$ cat config.mk
export PLATFORM = sky130hd
export DESIGN_NAME = lrs_retrain_seq
export DESIGN_NICKNAME = d
export VERILOG_FILES = /design/src/rtl/lrs_pkg.sv /design/src/rtl/lrs_link_decode.sv /design/src/rtl/lrs_wait_timer.sv /design/src/rtl/lrs_retrain_seq.sv
export SDC_FILE = /design/constraint.sdc
export NUM_CORES = 1
export LEC_CHECK = 0
export BUFFER_PORTS_ARGS = -buffer_cell sky130_fd_sc_hd__buf_2
export CAP_MARGIN = 20
export CORE_MARGIN = 2
export CORE_UTILIZATION = 43
export CTS_CLUSTER_SIZE = 8
export DETAILED_ROUTE_END_ITERATION = 12
export HOLD_SLACK_MARGIN = 0.03
export PLACE_DENSITY_LB_ADDON = 0.12
export SETUP_SLACK_MARGIN = 0.02
export SKIP_CTS_REPAIR_TIMING = 1
export SYNTH_ARGS = -nofsm -noshare
export SYNTH_HDL_FRONTEND = slang
export SYNTH_HIERARCHICAL = 1
export SYNTH_SLANG_ARGS = --single-unit
$ cat constraint.sdc
create_clock -name clk -period 2 [get_ports clk]
set_input_delay 0.4 -clock clk [delete_from_list [all_inputs] [get_ports clk]]
set_output_delay 0.4 -clock clk [all_outputs]
set_load 0.1 [all_outputs]
$ cat src/rtl/lrs_pkg.sv
package lrs_pkg;

    localparam int unsigned REG_W        = 16;
    localparam int unsigned STATE_W      = 5;
    localparam int unsigned SPEED_W      = 4;
    localparam logic [STATE_W-1:0] ACTIVE_CODE = 5'h0F;
    localparam logic [SPEED_W-1:0] SLOWEST_SPEED = 4'd1;
    localparam int unsigned RETRAIN_BIT  = 5;
    localparam int unsigned TRAINING_BIT = 11;

    typedef enum logic [2:0] {
        ST_LINK   = 3'd0,
        ST_CAP    = 3'd1,
        ST_SPEED  = 3'd2,
        ST_WRITE  = 3'd3,
        ST_TRAIN  = 3'd4,
        ST_RETURN = 3'd5,
        ST_DONE   = 3'd6
    } lrs_state_e;

endpackage

$ cat src/rtl/lrs_link_decode.sv
module lrs_link_decode
    import lrs_pkg::*;
(
    input  logic [STATE_W-1:0] ltssm_state,
    input  logic [REG_W-1:0]   link_cap,
    input  logic [REG_W-1:0]   link_status,
    output logic               link_up,
    output logic               can_go_faster,
    output logic               at_slowest,
    output logic               training
);

    // Only the exact active code means the link is up.
    always_comb begin
        link_up       = (ltssm_state == ACTIVE_CODE);
        can_go_faster = (link_cap[SPEED_W-1:0] > SLOWEST_SPEED);
        at_slowest    = (link_status[SPEED_W-1:0] == SLOWEST_SPEED);
        training      = link_status[TRAINING_BIT];
    end

endmodule

$ cat src/rtl/lrs_wait_timer.sv
module lrs_wait_timer #(
    parameter int unsigned POLL_CYCLES  = 4,
    parameter int unsigned LIMIT_CYCLES = 20
) (
    input  logic clk,
    input  logic rst_n,
    input  logic run,
    output logic poll_tick,
    output logic expired
);

    localparam int unsigned PW = (POLL_CYCLES  > 1) ? $clog2(POLL_CYCLES  + 1) : 1;
    localparam int unsigned TW = (LIMIT_CYCLES > 1) ? $clog2(LIMIT_CYCLES + 1) : 1;
    localparam logic [PW-1:0] POLL_LOAD = PW'(POLL_CYCLES - 1);
    localparam logic [TW-1:0] LIMIT_LAST = TW'(LIMIT_CYCLES - 1);

    logic [PW-1:0] poll_cnt;
    logic [TW-1:0] age_cnt;

    // Counters rest at their load values whenever the phase is not active,
    // so each phase starts a fresh poll interval and a fresh age.
    always_ff @(posedge clk or negedge rst_n) begin
        if (!rst_n) begin
            poll_cnt <= POLL_LOAD;
            age_cnt  <= '0;
        end else if (!run) begin
            poll_cnt <= POLL_LOAD;
            age_cnt  <= '0;
        end else begin
            poll_cnt <= (poll_cnt == '0) ? POLL_LOAD : poll_cnt - 1'b1;
            if (age_cnt != LIMIT_LAST) begin
                age_cnt <= age_cnt + 1'b1;
            end
        end
    end

    always_comb begin
        poll_tick = run && (poll_cnt == '0);
        expired   = run && (age_cnt == LIMIT_LAST);
    end

    // with an interval above one, two polls never land on adjacent edges.
    generate
        if (POLL_CYCLES > 1) begin : g_gap
            assert_poll_gap_R7: assert property (@(posedge clk) disable iff (!rst_n)
                poll_tick |=> !poll_tick);
            assert_entry_no_poll_R7: assert property (@(posedge clk) disable iff (!rst_n)
                (run && !$past(run)) |-> !poll_tick);
        end
    endgenerate

endmodule

$ cat src/rtl/lrs_retrain_seq.sv
module lrs_retrain_seq
    import lrs_pkg::*;
#(
    parameter int unsigned POLL_CYCLES  = 4,
    parameter int unsigned TRAIN_LIMIT  = 20,
    parameter int unsigned RETURN_LIMIT = 24
) (
    input  logic               clk,
    input  logic               rst_n,
    input  logic [4:0]         ltssm_state,
    input  logic [15:0]        link_cap,
    input  logic [15:0]        link_status,
    input  logic [15:0]        link_ctrl,
    output logic               ctrl_wr_en,
    output logic [15:0]        ctrl_wr_data,
    output logic               busy,
    output logic               done,
    output logic               train_timeout,
    output logic               return_timeout
);

    lrs_state_e state, state_nxt;

    logic link_up, can_go_faster, at_slowest, training;
    logic trn_tick, trn_exp, ret_tick, ret_exp;
    logic trn_run, ret_run;
    logic trn_ok, ret_ok;
    logic trn_to_set, ret_to_set;

    lrs_link_decode u_decode (
        .ltssm_state   (ltssm_state),
        .link_cap      (link_cap),
        .link_status   (link_status),
        .link_up       (link_up),
        .can_go_faster (can_go_faster),
        .at_slowest    (at_slowest),
        .training      (training)
    );

    assign trn_run = (state == ST_TRAIN);
    assign ret_run = (state == ST_RETURN);

    lrs_wait_timer #(
        .POLL_CYCLES  (POLL_CYCLES),
        .LIMIT_CYCLES (TRAIN_LIMIT)
    ) u_train_timer (
        .clk       (clk),
        .rst_n     (rst_n),
        .run       (trn_run),
        .poll_tick (trn_tick),
        .expired   (trn_exp)
    );

    lrs_wait_timer #(
        .POLL_CYCLES  (POLL_CYCLES),
        .LIMIT_CYCLES (RETURN_LIMIT)
    ) u_return_timer (
        .clk       (clk),
        .rst_n     (rst_n),
        .run       (ret_run),
        .poll_tick (ret_tick),
        .expired   (ret_exp)
    );

    // A successful poll on the expiry edge wins over the timeout.
    assign trn_ok     = trn_tick && !training;
    assign ret_ok     = ret_tick && link_up;
    assign trn_to_set = trn_run && trn_exp && !trn_ok;
    assign ret_to_set = ret_run && ret_exp && !ret_ok;

    always_comb begin
        state_nxt = state;
        unique case (state)
            ST_LINK:   state_nxt = link_up       ? ST_CAP   : ST_DONE;
            ST_CAP:    state_nxt = can_go_faster ? ST_SPEED : ST_DONE;
            ST_SPEED:  state_nxt = at_slowest    ? ST_WRITE : ST_DONE;
            ST_WRITE:  state_nxt = ST_TRAIN;
            ST_TRAIN:  state_nxt = (trn_ok || trn_exp) ? ST_RETURN : ST_TRAIN;
            ST_RETURN: state_nxt = (ret_ok || ret_exp) ? ST_DONE   : ST_RETURN;
            ST_DONE:   state_nxt = ST_DONE;
            default:   state_nxt = ST_DONE;
        endcase
    end

    // State register and sticky timeout flags.
    always_ff @(posedge clk or negedge rst_n) begin
        if (!rst_n) begin
            state          <= ST_LINK;
            train_timeout  <= 1'b0;
            return_timeout <= 1'b0;
        end else begin
            state <= state_nxt;
            if (trn_to_set) train_timeout  <= 1'b1;
            if (ret_to_set) return_timeout <= 1'b1;
        end
    end

    // Output decode.
    always_comb begin
        ctrl_wr_en   = 1'b0;
        ctrl_wr_data = '0;
        busy         = 1'b1;
        done         = 1'b0;
        unique case (state)
            ST_WRITE: begin
                ctrl_wr_en   = 1'b1;
                ctrl_wr_data = link_ctrl;
                ctrl_wr_data[RETRAIN_BIT] = 1'b1;
            end
            ST_DONE: begin
                busy = 1'b0;
                done = 1'b1;
            end
            default: ;
        endcase
    end

    assert_linkdown_ends_R2: assert property (@(posedge clk) disable iff (!rst_n)
        (state == ST_LINK && ltssm_state != ACTIVE_CODE) |=> (done && !ctrl_wr_en));

    assert_cap_gate_R3: assert property (@(posedge clk) disable iff (!rst_n)
        (state == ST_CAP && link_cap[3:0] <= 4'd1) |=> done);

    assert_write_needs_slowest_R4: assert property (@(posedge clk) disable iff (!rst_n)
        ctrl_wr_en |-> ($past(link_status[3:0]) == 4'd1));

    assert_write_pulse_R5: assert property (@(posedge clk) disable iff (!rst_n)
        ctrl_wr_en |=> !ctrl_wr_en);

    assert_done_hold_R9: assert property (@(posedge clk) disable iff (!rst_n)
        done |=> done);

    assert_train_flag_sticky_R9: assert property (@(posedge clk) disable iff (!rst_n)
        train_timeout |=> train_timeout);

    assert_return_flag_sticky_R9: assert property (@(posedge clk) disable iff (!rst_n)
        return_timeout |=> return_timeout);

endmodule

==> impl_results.html, run 1 <==
<table>
<tr><th>Metric</th><th>Value</th></tr>
<tr><th colspan="2">Floorplan</th></tr>
<tr><td>Starting density of the core</td><td>46.0%</td></tr>
<tr><td>CORE AREA</td><td>2780 µm²</td></tr>
<tr><td>Die Footprint</td><td>3430 µm²</td></tr>
<tr><td>Top-Level Pins</td><td>76</td></tr>
<tr><td>DIE WIDTH</td><td>between 50 and 60 µm</td></tr>
<tr><td>Standard-cell rows</td><td>19</td></tr>
<tr><td>Y dimension of the die</td><td>58.5 µm</td></tr>
<tr><th colspan="2">Min path</th></tr>
<tr><td>Class of the tightest hold or removal check</td><td>primary input to asynchronous set/reset pin</td></tr>
<tr><th colspan="2">Cells and area</th></tr>
<tr><td>Area of all sequential standard cells</td><td>534 µm²</td></tr>
<tr><td>Layout cells sized above 1</td><td>44.9%</td></tr>
<tr><td>Number of nets in the finished design</td><td>249</td></tr>
<tr><td>Antenna Diode Count</td><td>0</td></tr>
<tr><td>Filler cell count</td><td>222</td></tr>
<tr><td>Layout overhead on the synthesized area</td><td>46.1%</td></tr>
<tr><td>Multi-input gate area</td><td>674 µm²</td></tr>
<tr><th colspan="2">STA</th></tr>
<tr><td>Tightest Pin Transition</td><td>about 0.5 ns</td></tr>
<tr><td>Final worst-path cycle share</td><td>94.7%</td></tr>
<tr><td>Shortest period the worst path allows</td><td>1.89 ns</td></tr>
<tr><td>Slew Viols, Final</td><td>0</td></tr>
<tr><td>Hold violation count in the final report</td><td>0</td></tr>
<tr><td>Setup clock skew after layout</td><td>0.0152 ns</td></tr>
<tr><td>Max frequency</td><td>approximately 0.53 GHz</td></tr>
<tr><td>Relative slew slack</td><td>67.7%</td></tr>
<tr><td>Worst hold margin</td><td>0.0337 ns</td></tr>
<tr><td>Final setup vio count</td><td>0</td></tr>
<tr><th colspan="2">Synthesis</th></tr>
<tr><td>Post-synthesis async set-or-reset flop share</td><td>100%</td></tr>
<tr><td>EDFF count, synth</td><td>0</td></tr>
<tr><td>Sequential cell area fraction in the yosys report</td><td>between 40% and 50%</td></tr>
<tr><td>Most frequently used cell type in the post-synthesis netlist</td><td>dfrtp_1</td></tr>
<tr><td>Net count after synthesis</td><td>193</td></tr>
<tr><td>Gate Count Post-Synth</td><td>132</td></tr>
<tr><td>Synth cell types</td><td>35</td></tr>
<tr><td>Total standard cell area after synthesis</td><td>between 1000 and 1500 µm²</td></tr>
<tr><td>Cell type with the largest total area after synthesis</td><td>dfrtp_1</td></tr>
<tr><td>Share of the synthesized area in the top cell type</td><td>33.3%</td></tr>
<tr><td>Flip-flop cell with the highest count after synthesis</td><td>dfrtp_1</td></tr>
<tr><td>Most numerous cell types in the synthesized netlist</td><td>17 x dfrtp_1, 16 x and2_1, 12 x nand2_1, 9 x nand3_1</td></tr>
<tr><td>Post-synthesis average cell area</td><td>between 9 and 10 µm²</td></tr>
<tr><td>Ys Warns</td><td>6</td></tr>
<tr><td>Number of register bits inferred by synthesis</td><td>21</td></tr>
<tr><td>Top area cells in the synthesized netlist</td><td>dfrtp_1 33%, dfstp_2 8.2%, and2_1 7.8%</td></tr>
<tr><th colspan="2">Power</th></tr>
<tr><td>Power density of the placed cells</td><td>356 nW/µm²</td></tr>
<tr><td>IR drop worst, VDD</td><td>0.000348 V</td></tr>
<tr><td>Design Power</td><td>~0.00066 W</td></tr>
<tr><td>Static leakage power</td><td>0.936 nW</td></tr>
<tr><th colspan="2">Global route</th></tr>
<tr><td>Antenna violations before repair</td><td>0</td></tr>
<tr><td>Pin count of the biggest net entering global routing</td><td>22</td></tr>
<tr><td>Global-route wire length before repair</td><td>approximately 4.7 mm</td></tr>
<tr><td>Vias in the first global route</td><td>1,162</td></tr>
<tr><td>All-layer global routing usage</td><td>17.4%</td></tr>
<tr><td>Overall overflow remaining after global route</td><td>0</td></tr>
<tr><th colspan="2">Routing</th></tr>
<tr><td>First DRT Iteration DRCs</td><td>20</td></tr>
<tr><td># DRC</td><td>0</td></tr>
<tr><td>Post-DR wirelength/cell</td><td>12.7 µm</td></tr>
<tr><td>Routed via count divided by cell count</td><td>5.10</td></tr>
<tr><td>Count of nets left with antenna violations after detail routing</td><td>0</td></tr>
<tr><td>Post-Route WL</td><td>between 2 and 3 mm</td></tr>
<tr><td>Number of optimization iterations in the first detailed-route pass</td><td>4</td></tr>
<tr><td>Via count of the routed design</td><td>~1.1k</td></tr>
<tr><th colspan="2">Clocking</th></tr>
<tr><td>Num CTS Buffers</td><td>3</td></tr>
<tr><td>Maximum buffer depth of the clock tree</td><td>2</td></tr>
<tr><td>TritonCTS Sinks</td><td>21</td></tr>
<tr><td>Count of H-tree levels built during CTS</td><td>1</td></tr>
<tr><td>Clock-pin slew reported for the worst setup and hold paths after clock tree synthesis</td><td>0.12 ns</td></tr>
<tr><td>Master cell of the clock root buffer</td><td>clkbuf_4</td></tr>
<tr><td>Clock network latency to the later pin of the worst-skew pair</td><td>0.30 ns</td></tr>
<tr><td>Clock tree from TritonCTS</td><td>done</td></tr>
<tr><th colspan="2">Worst setup path</th></tr>
<tr><td>Start-to-end type of the worst setup path</td><td>register to output pin</td></tr>
<tr><td>Worst stage delay on the critical path</td><td>0.44 ns</td></tr>
<tr><td>Crit path buf inv count</td><td>2</td></tr>
<tr><td>Required time of the worst setup path</td><td>1.60 ns</td></tr>
<tr><td>Kind of cell adding the most delay to the critical path</td><td>flip-flops</td></tr>
<tr><td>Crit start category</td><td>register</td></tr>
<tr><td>Top fanout value on the critical path</td><td>10</td></tr>
<tr><td>Critical-path top delay cell</td><td>dfrtp_2</td></tr>
<tr><td>CP Capture Type</td><td>output pin</td></tr>
<tr><td>CP Cell Sequence</td><td>nand2_1 &gt; nor2_4 &gt; buf_4 &gt; and2_2 &gt; buf_12</td></tr>
<tr><td>Arrival time of data at the critical path endpoint</td><td>1.49 ns</td></tr>
<tr><th colspan="2">Placement</th></tr>
<tr><td>Number of input and output port buffers inserted</td><td>50</td></tr>
<tr><td>Last weighted congestion value of the routability-driven placer</td><td>between 0.7 and 0.8</td></tr>
<tr><td>Half-perimeter wire length after placement</td><td>around 2.3 mm</td></tr>
<tr><th colspan="2">Flow run</th></tr>
<tr><td>MaxCap Viol Count</td><td>0</td></tr>
<tr><th colspan="2">Outcome</th></tr>
<tr><td>Run status</td><td>completed</td></tr>
</table>
-- routing by layer --
| layer | routed length [µm] | global-route usage [%] |
|---|---|---|
| met1 | 1070 | 20.7 |
| met4 | 0 | 2.66 |
| met3 | 199 | 3.96 |
| met2 | 1510 | 32.4 |
| met5 | 0 | 0 |
-- final timing paths --
check / slack (ns) / depth (start not counted) / to / start
hold / removal: 0.03 / 1 / u_train_timer/poll_cnt[2]$_DFF_PN0_ / rst_n
max in group asynchronous: 1.60 / 1 / u_train_timer/poll_cnt[1]$_DFF_PN1_ / rst_n
hold reg to reg: 0.47 / 1 / train_timeout$_DFFE_PN0P_ / train_timeout$_DFFE_PN0P_
setup / recovery: 0.11 / 5 / ctrl_wr_data[12] / state[0]$_DFF_PN0_
min in group clk: 0.47 / 1 / train_timeout$_DFFE_PN0P_ / train_timeout$_DFFE_PN0P_
setup reg to reg: 0.33 / 7 / state[1]$_DFF_PN0_ / state[1]$_DFF_PN0_
-- registers in the layout (all words and copies together), names as in the netlist --
signal                   count
u_return_timer/age_cnt       5
u_train_timer/age_cnt        5
state                        3
u_return_timer/poll_cnt      3
u_train_timer/poll_cnt       3
return_timeout               1
train_timeout                1
-- through the flow --
step | utilization (%) | cells | worst slack (ns) | cell area, µm² | setup TNS, ns
3_5_place_dp | 64.4 | 208 | 0.225 | 1790 | 0
5_1_grt | 67.2 | 218 | -0.000851 | 1870 | -0.00139
3_3_place_gp | 64.4 | 208 | 0.266 | 1790 | 0
4_1_cts | 65.3 | 212 | -0.120 | 1820 | -1.72
2_1_floorplan | - | 132 | 0.180 | 1290 | 0
6_report | 67.2 | 218 | 0.105 | 1870 | 0
-- where the power goes --
| part | leakage (nW) | internal (W) | switching (W) |
|---|---|---|---|
| Sequential | 0.267 | 0.000425 | 0.0000000674 |
| Combinational | 0.654 | 0.0000221 | 0.0000160 |
| Clock | 0.0150 | 0.0000775 | 0.000124 |
| Total | 0.936 | 0.000525 | 0.000140 |
-- logic make-up (layout without fill, tap and decap cells) --
family	count (synthesis)	count (layout)	synth area share [%]
and+or+nand+nor	69	69	32.5
DFF	21	21	41.5
buffers and inverters	14	69	6.75
AOI/OAI and AO/OA	11	11	5.19
muxes	7	7	5.48
adders and majority gates	6	6	5.87
xor gates and xnor gates	4	4	2.74
-- layout by cell type (no fill, tap or decap), drive strengths merged --
cell type / Yosys / layout
buf: 6 / 56
dfrtp: 17 / 17
and2: 16 / 16
nand2: 12 / 12
nand3: 9 / 9
nor2: 9 / 9
nand2b: 8 / 8
inv: 8 / 7
mux2i: 7 / 7
ha: 6 / 6
clkbuf: 0 / 5
dfstp: 4 / 4
o21ai: 4 / 4
a21oi: 3 / 3
xnor2: 3 / 3
nor2b: 2 / 2
or3: 2 / 2
and4bb: 2 / 2
and3b: 1 / 1
nor3b: 1 / 1
o2bb2ai: 1 / 1
nand3b: 1 / 1
or2: 1 / 1
clkinvlp: 0 / 1
a21o: 1 / 1
a31o: 1 / 1
nor4b: 1 / 1
nand4b: 1 / 1
and3: 1 / 1
xor2: 1 / 1
a31oi: 1 / 1
or3b: 1 / 1
nor3: 1 / 1
-- layout make-up --
type                       count  share of cell area [%]
timing repair buffer          57                    30.0
sequential                    21                    28.6
clock buffer                   4                    1.41
multi-input combinational     97                    36.1
tap                           31                    2.08
inverter                       8                    1.81
Note: power is estimated with default switching activity, not from simulation.
==> run 2, diff against run 1 <==
CORE_UTILIZATION = 39   (was 43)
CTS_CLUSTER_DIAMETER = 100   (was unset)
PLACE_DENSITY = 0.74   (was unset)
PLACE_DENSITY_LB_ADDON = unset   (was 0.12)
clock period = 1.5 ns   (was 2 ns; I/O delays follow)
==> run 2 against run 1 <==
Net effect:
- total power increased by 36%
- register-to-register slack got worse by 0.35 ns
- core utilization up 0.77 points
- critical path depth did not move
- clock skew shrank 0.013 ns
- sequential power grew 33%
- combinational power rose by 47%
- routed wire length grew 25%
- critical path type unchanged
- count of clock-buffer cells in the layout is the same
- the flow now finishes with violations (setup timing)
- flip-flop and latch count stayed put
- via count up 5.7%
- first-iteration DRC count grew 25%
==> impl_results.html, run 2 (same netlist as run 1, synthesis figures left out) <==
<table>
<tr><th>Metric</th><th>Value</th></tr>
<tr><th colspan="2">Outcome</th></tr>
<tr><td>Run status</td><td>finished, violations left</td></tr>
<tr><td>Violated checks</td><td>setup timing</td></tr>
<tr><th colspan="2">Floorplan</th></tr>
<tr><td>DIE WIDTH</td><td>61.3 µm (+4.7%)</td></tr>
<tr><td>Die Footprint</td><td>3750 µm² (+9.5%)</td></tr>
<tr><td>CORE AREA</td><td>3080 µm² (+11%)</td></tr>
<tr><td>Top-Level Pins</td><td>76 (unchanged)</td></tr>
<tr><td>Standard-cell rows</td><td>20 (+1)</td></tr>
<tr><td>Starting density of the core</td><td>41.5% (-4.4 points)</td></tr>
<tr><td>Y dimension of the die</td><td>61.3 µm (+4.7%)</td></tr>
<tr><th colspan="2">Clocking</th></tr>
<tr><td>Maximum buffer depth of the clock tree</td><td>2 (unchanged)</td></tr>
<tr><td>Count of H-tree levels built during CTS</td><td>1 (unchanged)</td></tr>
<tr><td>Clock tree from TritonCTS</td><td>done</td></tr>
<tr><td>Clock network latency to the later pin of the worst-skew pair</td><td>0.31 ns (about the same)</td></tr>
<tr><td>Num CTS Buffers</td><td>3 (unchanged)</td></tr>
<tr><td>Master cell of the clock root buffer</td><td>clkbuf_4</td></tr>
<tr><td>Clock-pin slew reported for the worst setup and hold paths after clock tree synthesis</td><td>0.11 ns (about the same)</td></tr>
<tr><td>TritonCTS Sinks</td><td>21 (unchanged)</td></tr>
<tr><th colspan="2">Placement</th></tr>
<tr><td>Number of cells after detailed placement</td><td>227 (+9.1%)</td></tr>
<tr><td>Half-perimeter wire length after placement</td><td>2.57 mm (+13%)</td></tr>
<tr><td>Number of input and output port buffers inserted</td><td>50 (unchanged)</td></tr>
<tr><td>Last weighted congestion value of the routability-driven placer</td><td>0.743 (+2.9%)</td></tr>
<tr><td>Cell area reported after detailed placement</td><td>1910 µm² (+6.6%)</td></tr>
<tr><th colspan="2">Power</th></tr>
<tr><td>Share of power burned in combinational logic</td><td>6.2% (+0.5 points)</td></tr>
<tr><td>Design Power</td><td>0.000902 W (+36%)</td></tr>
<tr><td>Proportion of power drawn by the clock network</td><td>31.0% (+0.7 points)</td></tr>
<tr><td>Power density of the placed cells</td><td>431 nW/µm² (+21%)</td></tr>
<tr><td>IR drop worst, VDD</td><td>0.000392 V (+13%)</td></tr>
<tr><td>Internal Power</td><td>0.000702 W (+34%)</td></tr>
<tr><td>Proportion of total power due to net switching</td><td>22.1% (+1.1 points)</td></tr>
<tr><td>Static leakage power</td><td>1.01 nW (+7.8%)</td></tr>
<tr><td>Sequential fraction of design power</td><td>62.8% (-1.2 points)</td></tr>
<tr><td>Switching Power</td><td>0.000200 W (+43%)</td></tr>
<tr><th colspan="2">Worst setup path</th></tr>
<tr><td>Start-to-end type of the worst setup path</td><td>register to output pin</td></tr>
<tr><td>Worst stage delay on the critical path</td><td>0.43 ns (about the same)</td></tr>
<tr><td>Kind of cell adding the most delay to the critical path</td><td>flip-flops</td></tr>
<tr><td>Crit start category</td><td>register</td></tr>
<tr><td>Most prevalent standard cell on the critical path</td><td>buf_12</td></tr>
<tr><td>Required time of the worst setup path</td><td>1.20 ns (-0.40 ns)</td></tr>
<tr><td>Crit path buf inv count</td><td>2 (unchanged)</td></tr>
<tr><td>CP Cell Sequence</td><td>nand2_4 &gt; nor2_4 &gt; buf_12 &gt; and2_2 &gt; buf_12</td></tr>
<tr><td>Top fanout value on the critical path</td><td>16 (+6)</td></tr>
<tr><td>Arrival time of data at the critical path endpoint</td><td>1.44 ns (-0.05 ns)</td></tr>
<tr><td>Logic depth of the worst path, buffers included</td><td>5 (unchanged)</td></tr>
<tr><td>Critical-path top delay cell</td><td>dfrtp_2</td></tr>
<tr><td>CP Capture Type</td><td>output pin</td></tr>
<tr><td>Logic depth of the worst register-to-register path</td><td>6 (-1)</td></tr>
<tr><th colspan="2">Cells and area</th></tr>
<tr><td>Area of all sequential standard cells</td><td>534 µm² (unchanged)</td></tr>
<tr><td>Most frequent cells in the layout</td><td>31 x buf_2, 21 x buf_12, 14 x dfrtp_1</td></tr>
<tr><td>Filler cell count</td><td>217 (-2.3%)</td></tr>
<tr><td>Fin area</td><td>2090 µm² (+12%)</td></tr>
<tr><td>Multi-input gate area</td><td>771 µm² (+14%)</td></tr>
<tr><td>Most common library cell in the layout ignoring fill and taps</td><td>buf_2</td></tr>
<tr><td>Layout overhead on the synthesized area</td><td>63.5%</td></tr>
<tr><td>Number of nets in the finished design</td><td>256 (+2.8%)</td></tr>
<tr><td>Largest registers in the final layout</td><td>u_return_timer/age_cnt (5), u_train_timer/age_cnt (5)</td></tr>
<tr><td>Antenna Diode Count</td><td>0 (unchanged)</td></tr>
<tr><td>Fin cells</td><td>238 (+9.2%)</td></tr>
<tr><td>Layout cells sized above 1</td><td>56.7% (+12 points)</td></tr>
<tr><th colspan="2">Routing</th></tr>
<tr><td>Count of nets left with antenna violations after detail routing</td><td>0 (unchanged)</td></tr>
<tr><td>Number of optimization iterations in the first detailed-route pass</td><td>4 (unchanged)</td></tr>
<tr><td>Routed via count divided by cell count</td><td>4.93 (-3.2%)</td></tr>
<tr><td>Via count of the routed design</td><td>1,174 (+5.7%)</td></tr>
<tr><td>Post-Route WL</td><td>3.47 mm (+25%)</td></tr>
<tr><td>First DRT Iteration DRCs</td><td>25 (+25%)</td></tr>
<tr><td>Post-DR wirelength/cell</td><td>14.6 µm (+14%)</td></tr>
<tr><td># DRC</td><td>0 (unchanged)</td></tr>
<tr><th colspan="2">STA</th></tr>
<tr><td>Setup clock skew after layout</td><td>0.00220 ns (-0.0130 ns)</td></tr>
<tr><td>Hold violation count in the final report</td><td>0 (unchanged)</td></tr>
<tr><td>Final worst-path cycle share</td><td>116%</td></tr>
<tr><td>Relative slew slack</td><td>67.8% (+0.14 points)</td></tr>
<tr><td>Final worst setup slack</td><td>-0.236 ns (-0.342 ns)</td></tr>
<tr><td>Setup repair after global routing missed its margin</td><td>true</td></tr>
<tr><td>Final setup vio count</td><td>20 (+20)</td></tr>
<tr><td>Max frequency</td><td>0.576 GHz</td></tr>
<tr><td>Shortest period the worst path allows</td><td>roughly 1.7 ns</td></tr>
<tr><td>Slew Viols, Final</td><td>0 (unchanged)</td></tr>
<tr><td>Tightest Pin Transition</td><td>0.486 ns (-0.00212 ns)</td></tr>
<tr><th colspan="2">Global route</th></tr>
<tr><td>Pin count of the biggest net entering global routing</td><td>22 (unchanged)</td></tr>
<tr><td>Vias in the first global route</td><td>1,129 (-2.8%)</td></tr>
<tr><td>All-layer global routing usage</td><td>17.5% (+0.065 points)</td></tr>
<tr><td>Global-route wire length before repair</td><td>4.89 mm (+3.2%)</td></tr>
<tr><td>Antenna violations before repair</td><td>0 (unchanged)</td></tr>
<tr><td>Overall overflow remaining after global route</td><td>0 (unchanged)</td></tr>
<tr><th colspan="2">Min path</th></tr>
<tr><td>Class of the tightest hold or removal check</td><td>primary input to register</td></tr>
<tr><td>Count of cells along the worst hold path</td><td>4</td></tr>
<tr><th colspan="2">Flow run</th></tr>
<tr><td>MaxCap Viol Count</td><td>0 (unchanged)</td></tr>
</table>
## run 2: cell types whose count changed in the layout (fill, tap and decap cells not counted), sizes merged
cell         before  now
buf              56   63
clkbuf            5    4
dlygate4sd3       0    1
## run 2: power by group through the flow
| stage | sequential, W | clock (W) | combinational, W |
|---|---|---|---|
| 2_1_floorplan | 0.000577 | 0 | 0.00000775 |
| 3_3_place_gp | 0.000577 | 0 | 0.0000502 |
| 3_5_place_dp | 0.000577 | 0 | 0.0000539 |
| 4_1_cts | 0.000567 | 0.000282 | 0.0000542 |
| 5_1_grt | 0.000567 | 0.000306 | 0.0000614 |
| 6_report | 0.000567 | 0.000279 | 0.0000560 |
## run 2: worst reg2reg max path: stages (launching register included)
cell and delay [ns]:
dfrtp_2 0.45, buf_4 0.15, nor3b_2 0.20, buf_4 0.22, and2_1 0.18, nor2b_1 0.15
a21o_1 0.13
## run 2: routing by layer
| metal | vias to the layer above | wire length (µm) | GRT usage, % |
|---|---|---|---|
| met1 | 586 | 1240 | 19.8 |
| met4 | 0 | 38 | 5.59 |
| met3 | 4 | 74 | 2.52 |
| li1 | 562 | - | - |
| met5 | - | 0 | 0 |
| met2 | 22 | 2110 | 33.4 |
## run 2: cell type report
cell class / instances / area share [%]
tap: 44 / 2.63
multi-input combinational: 97 / 36.9
clock buffer: 4 / 1.26
inverter: 8 / 1.74
timing repair buffer: 64 / 32.0
sequential: 21 / 25.6
## run 2: path summary, 6_finish.rpt
path | startpoint | end | slack [ns]
setup / recovery | state[0]$_DFF_PN0_ | ctrl_wr_data[15] | -0.24
hold / removal | link_status[11] | state[0]$_DFF_PN0_ | 0.33
setup reg to reg | state[1]$_DFF_PN0_ | train_timeout$_DFFE_PN0P_ | -0.02
hold reg to reg | u_return_timer/poll_cnt[0]$_DFF_PN1_ | u_return_timer/poll_cnt[0]$_DFF_PN1_ | 0.49
max in group asynchronous | rst_n | u_train_timer/poll_cnt[0]$_DFF_PN1_ | 0.70
min in group asynchronous | rst_n | u_return_timer/age_cnt[3]$_DFFE_PN0P_ | 0.45
## run 2: per-stage QoR
step | utilization [%] | setup TNS (ns) | worst slack [ns] | hold WS [ns]
CTS | 62.8 | -6.24 | -0.368 | -0.0676
finish | 67.9 | -4.02 | -0.236 | 0.334
global placement | 62.0 | 0 | 0.0468 | 0.261
floorplan | - | -0.248 | -0.173 | 0.00441
global route | 67.9 | -4.98 | -0.276 | 0.353
detailed placement | 62.0 | -0.0246 | -0.0134 | 0.274
